### src/rtl/tmr_pkg.sv
package tmr_pkg;

  typedef enum logic [1:0] {
    TS_IDLE = 2'd0,
    TS_WAIT = 2'd1,
    TS_DOWN = 2'd2,
    TS_UP   = 2'd3
  } tmr_state_e;

  typedef enum logic [2:0] {
    CC_HOLD = 3'd0,
    CC_LOAD = 3'd1,
    CC_DEC  = 3'd2,
    CC_CLR  = 3'd3,
    CC_INC  = 3'd4
  } cnt_cmd_e;

  localparam logic [3:0] MODE_REARM   = 4'b0110;
  localparam logic [3:0] MODE_RETRIG  = 4'b0111;
  localparam logic [3:0] MODE_MEASURE = 4'b1000;
  localparam logic [3:0] MODE_FREERUN = 4'b1111;

  function automatic logic mode_ok(input logic [3:0] m);
    return (m == MODE_REARM) || (m == MODE_RETRIG) ||
           (m == MODE_MEASURE) || (m == MODE_FREERUN);
  endfunction

endpackage

### src/rtl/tmr_seq.sv
module tmr_seq
  import tmr_pkg::*;
(
  input  logic        clk,
  input  logic        rst_n,
  input  logic        en,
  input  logic [3:0]  mode,
  input  logic        start,
  input  logic        cnt_zero,
  output tmr_state_e  state,
  output cnt_cmd_e    cmd,
  output logic        arm,
  output logic        expire,
  output logic        cap_en
);

  tmr_state_e state_q, state_d;
  logic [3:0] mode_q, mode_d;

  always_comb begin
    state_d = state_q;
    mode_d  = mode_q;
    cmd     = CC_HOLD;
    arm     = 1'b0;
    expire  = 1'b0;
    cap_en  = 1'b0;
    case (state_q)
      TS_IDLE: begin
        if (en && mode_ok(mode)) begin
          arm    = 1'b1;
          mode_d = mode;
          if (mode == MODE_MEASURE) begin
            state_d = TS_UP;
            cmd     = CC_CLR;
          end else if ((mode == MODE_FREERUN) || start) begin
            state_d = TS_DOWN;
            cmd     = CC_LOAD;
          end else begin
            state_d = TS_WAIT;
          end
        end
      end
      TS_WAIT: begin
        if (!en) begin
          state_d = TS_IDLE;
        end else if (start) begin
          state_d = TS_DOWN;
          cmd     = CC_LOAD;
        end
      end
      TS_DOWN: begin
        if (!en) begin
          state_d = TS_IDLE;
        end else if (start) begin
          cmd = CC_LOAD;
        end else if (cnt_zero) begin
          expire  = 1'b1;
          state_d = TS_WAIT;
          cmd     = (mode_q == MODE_REARM) ? CC_LOAD : CC_HOLD;
        end else begin
          cmd = CC_DEC;
        end
      end
      TS_UP: begin
        if (!en) begin
          state_d = TS_IDLE;
          cap_en  = 1'b1;
        end else begin
          cmd = CC_INC;
        end
      end
      default: state_d = TS_IDLE;
    endcase
  end

  always_ff @(posedge clk or negedge rst_n) begin
    if (!rst_n) begin
      state_q <= TS_IDLE;
      mode_q  <= 4'd0;
    end else begin
      state_q <= state_d;
      if (arm) mode_q <= mode_d;
    end
  end

  assign state = state_q;

endmodule

### src/rtl/tmr_reload.sv
module tmr_reload #(
  parameter int W = 24
) (
  input  logic         clk,
  input  logic         rst_n,
  input  logic         arm,
  input  logic         live,
  input  logic [W-1:0] reload_in,
  output logic [W-1:0] load_val
);

  logic [W-1:0] held_q;

  always_ff @(posedge clk or negedge rst_n) begin
    if (!rst_n) held_q <= '0;
    else if (arm) held_q <= reload_in;
  end

  assign load_val = (live || arm) ? reload_in : held_q;

endmodule

### src/rtl/tmr_count.sv
module tmr_count
  import tmr_pkg::*;
#(
  parameter int W = 24
) (
  input  logic         clk,
  input  logic         rst_n,
  input  cnt_cmd_e     cmd,
  input  logic [W-1:0] load_val,
  output logic [W-1:0] cnt,
  output logic         cnt_zero
);

  localparam logic [W-1:0] CNT_MAX = {W{1'b1}};

  logic [W-1:0] cnt_q, cnt_d;
  logic         cnt_ce;

  always_comb begin
    cnt_ce = (cmd != CC_HOLD);
    case (cmd)
      CC_LOAD: cnt_d = load_val;
      CC_DEC:  cnt_d = cnt_q - 1'b1;
      CC_CLR:  cnt_d = '0;
      CC_INC:  cnt_d = (cnt_q == CNT_MAX) ? cnt_q : cnt_q + 1'b1;
      default: cnt_d = cnt_q;
    endcase
  end

  always_ff @(posedge clk or negedge rst_n) begin
    if (!rst_n) cnt_q <= '0;
    else if (cnt_ce) cnt_q <= cnt_d;
  end

  assign cnt      = cnt_q;
  assign cnt_zero = (cnt_q == '0);

endmodule

### src/rtl/tmr_flag.sv
module tmr_flag (
  input  logic clk,
  input  logic rst_n,
  input  logic set,
  input  logic clr,
  output logic flag
);

  logic flag_q, flag_d, flag_ce;

  always_comb begin
    flag_ce = set | clr;
    flag_d  = set;
  end

  always_ff @(posedge clk or negedge rst_n) begin
    if (!rst_n) flag_q <= 1'b0;
    else if (flag_ce) flag_q <= flag_d;
  end

  assign flag = flag_q;

endmodule

### src/rtl/scard_tmr_chan.sv
module scard_tmr_chan
  import tmr_pkg::*;
#(
  parameter int W = 24
) (
  input  logic         clk,
  input  logic         rst_n,
  input  logic         tmr_en,
  input  logic [3:0]   tmr_mode,
  input  logic [W-1:0] reload_val,
  input  logic         live_reload,
  input  logic         start_evt,
  input  logic         flag_clr,
  output logic         tmo_flag,
  output logic [W-1:0] capture
);

  logic [1:0]   rst_pipe;
  logic         rst_q;
  tmr_state_e   state;
  cnt_cmd_e     cmd;
  logic         arm, expire, cap_en, cnt_zero;
  logic [W-1:0] load_val, cnt;
  logic [W-1:0] cap_q;

  always_ff @(posedge clk or negedge rst_n) begin
    if (!rst_n) rst_pipe <= 2'b00;
    else        rst_pipe <= {rst_pipe[0], 1'b1};
  end
  assign rst_q = rst_pipe[1];

  tmr_seq u_seq (
    .clk(clk), .rst_n(rst_q), .en(tmr_en), .mode(tmr_mode),
    .start(start_evt), .cnt_zero(cnt_zero), .state(state), .cmd(cmd),
    .arm(arm), .expire(expire), .cap_en(cap_en)
  );

  tmr_reload #(.W(W)) u_rld (
    .clk(clk), .rst_n(rst_q), .arm(arm), .live(live_reload),
    .reload_in(reload_val), .load_val(load_val)
  );

  tmr_count #(.W(W)) u_cnt (
    .clk(clk), .rst_n(rst_q), .cmd(cmd), .load_val(load_val),
    .cnt(cnt), .cnt_zero(cnt_zero)
  );

  tmr_flag u_flag (
    .clk(clk), .rst_n(rst_q), .set(expire), .clr(flag_clr), .flag(tmo_flag)
  );

  always_ff @(posedge clk or negedge rst_q) begin
    if (!rst_q) cap_q <= '0;
    else if (cap_en) cap_q <= cnt;
  end
  assign capture = cap_q;

endmodule

### config.mk
export PLATFORM = sky130hd
export DESIGN_NAME = scard_tmr_chan
export DESIGN_NICKNAME = d
export VERILOG_FILES = /design/src/rtl/tmr_pkg.sv /design/src/rtl/tmr_seq.sv /design/src/rtl/tmr_reload.sv /design/src/rtl/tmr_count.sv /design/src/rtl/tmr_flag.sv /design/src/rtl/scard_tmr_chan.sv
export SDC_FILE = /design/constraint.sdc
export NUM_CORES = 1
export LEC_CHECK = 0
export CAP_MARGIN = 5
export CORE_UTILIZATION = 50
export DETAILED_ROUTE_END_ITERATION = 10
export PLACE_DENSITY = 0.74
export REMOVE_ABC_BUFFERS = 1
export SYNTH_ARGS = -nofsm -noshare
export SYNTH_HDL_FRONTEND = slang
export SYNTH_SLANG_ARGS = --single-unit
### constraint.sdc
create_clock -name clk -period 2.95 [get_ports clk]
set_clock_uncertainty 0.2 [all_clocks]
set_input_delay 0.885 -clock clk [delete_from_list [all_inputs] [get_ports clk]]
set_output_delay 0.885 -clock clk [all_outputs]
set_load 0.01 [all_outputs]
==> results.toml <==
[clock_network]
root_buffer = "sky130_fd_sc_hd__clkbuf_8"
clock_insertion_delay_worst_skew_ps = 360
cts-buffers-inserted = 9
tritoncts = "built"
htreeDepth = 3
postCtsHoldBufs = 0
cts_buffer_depth = 2
clk_pin_slew_ps = 80
numClockSinks = 81

[route]
vias_per_cell = 5.81
drt_iter0_drc = 220
totalWireLength_um = 13700
highest_layer = "met4"
routed_antenna_nets = 0
met3_wirelength_um = 488
drtPass1Iterations = 5
drt-wirelength-per-cell_um = 18.1
dr_total_vias = 4401
dr_wl_met2_um = 7170
detail_route.drc_violations = 0
routedLengthMet1_um = 5820

[worst_setup_path]
path_cells = "buf_8 -> nand3_4 -> buf_8 -> buf_6 -> ha_4 -> a211oi_2 -> nor2_2 -> o41ai_4 -> buf_4 -> o2111ai_1 -> nand2_1 -> o21ai_2 -> o31a_1 -> o221a_2"
cp_slowest_cell = "sky130_fd_sc_hd__o41ai_4"
start_kind = "input pin"
required_ps = 3000
critical_path.n_buffers_inverters = 4
cpPeakStageDelay_ps = 400
critPathArrivalTime_ps = 3190
timing.critical_path.mode_cell = "sky130_fd_sc_hd__buf_8"
timing.critical_path.max_delay_family = "compound AO/OA/AOI/OAI gates"
setup.reg_to_reg.worst_slack_ps = -20
timing.setup.critical_path_class = "input pin to flop"
max_fanout_on_critical_path = 5
critPathCaptureType = "flop"

[power]
p_per_area_nw_per_um2 = 892
cell_internal_pwr_w = 0.00387
part_of_the_power_in_the_clock_network_pct = 12.8
worst_ir_drop_vdd_uv = 463
power_frac_seq_pct = 28.9
combinationalPowerShare_pct = 58.3
power.static_leakage_nw = 3.11
power.switching_fraction_pct = 38.4
power.net_switching_w = 0.00241
power_w = 0.00628

[cells_and_area]
finalCoreUtilization_pct = 75.2
finalNonFillerCells = 757
final_layout_size_suffix_gt1_share_pct = 37.7
layout-area-overhead-vs-synth_pct = 43.7
n_fill_cell = 661
nNetsFinal = 682
antenna-diode-count = 0
final_common_cell = "sky130_fd_sc_hd__buf_4"
layout.cells.most_common_list = "sky130_fd_sc_hd__buf_4, sky130_fd_sc_hd__dfrtp_1, sky130_fd_sc_hd__clkdlybuf4s50_1, sky130_fd_sc_hd__mux2_2, sky130_fd_sc_hd__mux2i_1"

[die]
core.rowCount = 35
design.die.area_um2 = 10200
core-area_um2 = 9370
die_height_um = 101
floorplan.initialDensity_pct = 52.3
boundaryPins = 59
die_width_um = 101

[global_route]
initial_antenna_violation_count = 0
gr-usage-all-layers_pct = 27.9
grt_first_pass_wirelength_um = 21800
global_route.overflow_total = 0
first_global_vias = 4455
grt_start_max_net_pins = 80

[synthesis]
async_reset_ff_share_pct = 100
yosysWarningCount = 0
synth_enable_flop_cells = 0
synth.cell_area_um2 = 4900
synthCells = 458
ys_ff_latch = 81
synth_cell_type_count = 60
seq_area_frac_synth_pct = 41.3
syn_avg_cell_area_um2 = 10.7
synth_top_flop_cell = "sky130_fd_sc_hd__dfrtp_1"

[placed_design]
place_hpwl_um = 9200
placement_setup_slack_ps = -1250
io_port_bufs = 58
dp.cells = 725
place.gp.congestion = 0.908

[flow_run]
cap_violations = 0

[timing]
timing.slew.headroom_pct = 32.1
max_freq_mhz = 319
setup_viol = 12
final-max-slew-violation-count = 0
final.setup.tns_ps = -1070
setup_ws_ps = -185
rsz0062_at_grt = "true"
fin_crit_sh_pct = 106
final_period_minus_worst_setup_slack_ps = 3140
final-hold-violation-count = 0
timing_worst_slew_pin_value_ps = 1020

[status]
violated_checks = "negative setup slack"
outcome = "complete, but fails checks"

[min_path]
worst_min_path_class = "flop to flop"
-- power groups by stage --
stage	logic, W	clock network (W)	registers, W
floorplan	0.00162	0	0.00181
global placement	0.00289	0	0.00178
detailed placement	0.00298	0	0.00180
CTS	0.00338	0.000817	0.00180
global route	0.00394	0.000866	0.00186
finish	0.00366	0.000803	0.00182
-- per-layer routing --
| layer | GRT usage [%] | vias to the layer above |
|---|---|---|
| li1 | - | 2065 |
| met1 | 33.9 | 2216 |
| met2 | 50.0 | 98 |
| met3 | 4.85 | 22 |
| met4 | 9.59 | 0 |
| met5 | 0 | - |
-- flip-flops by register name, summed over array words and instances, names as in the netlist --
register,cells
rst_pipe,2
capture,24
u_flag.flag,1
u_cnt.cnt,24
u_seq.state,2
u_seq.mode_q,4
u_rld.held_q,24
-- logic make-up (layout without fill, tap and decap cells) --
group           count (synthesis)  count (layout)  synth area share [%]
fa+ha+maj                      25              25                  6.53
simple gates                  103             104                  11.0
xor+xnor                       15              15                  2.68
flops                          81              81                  41.3
mux                            82              82                  18.0
buf+inv                        31             200                  2.86
compound gates                120             120                  17.5
other cells                     1               1                0.0765
-- synth_stat cells, types with 11 or more instances --
library cell,number,share of area [%]
sky130_fd_sc_hd__xor2_1,11,2.0
sky130_fd_sc_hd__nand2_1,24,1.8
sky130_fd_sc_hd__mux2_2,50,11
sky130_fd_sc_hd__a21oi_1,17,1.7
sky130_fd_sc_hd__o221ai_1,15,2.7
sky130_fd_sc_hd__o21ai_0,24,2.5
sky130_fd_sc_hd__mux2i_1,32,6.5
sky130_fd_sc_hd__inv_1,13,1.0
sky130_fd_sc_hd__dfrtp_1,81,41
sky130_fd_sc_hd__ha_1,24,6.1
sky130_fd_sc_hd__nor2_1,23,1.8
sky130_fd_sc_hd__o21a_1,20,3.1
-- stage by stage --
step	hold slack [ps]	area (um^2)
2_1_floorplan	131	4810
3_3_place_gp	138	6320
3_5_place_dp	136	6320
4_1_cts	171	6830
5_1_grt	197	7050
6_report	169	7050
-- repair_timing --
item | 4_1_cts | 5_1_grt
cloned | 1 | 1
endpoints found under the setup margin | 24 | 24
gates resized for setup | 48 | 37
pin swaps | 28 | 20
buffers inserted | 14 | 4
-- layout make-up --
class / count / area (um^2) / area share, %
Timing Repair Buffer: 171 / 1510 / 21.4
Tap cell: 129 / 161 / 2.29
Clock inverter: 5 / 57.6 / 0.817
Clock buffer: 11 / 131 / 1.86
Sequential cell: 81 / 2030 / 28.8
Multi-Input combinational cell: 347 / 3100 / 44.0
Inverter: 13 / 51.3 / 0.728
-- worst paths after layout --
check | endpoint | cells after the start | startpoint
worst min-delay path | rst_pipe[1] | 0 | rst_pipe[0]
worst max register to register | u_cnt.cnt[23] | 8 | u_cnt.cnt[15]
min in group asynchronous | capture[14] | 0 | rst_pipe[1]
max in group asynchronous | capture[12] | 0 | rst_pipe[1]
worst min register to register | rst_pipe[1] | 0 | rst_pipe[0]
worst max-delay path | u_cnt.cnt[23] | 14 | tmr_en
(Power assumes the default switching activity.)
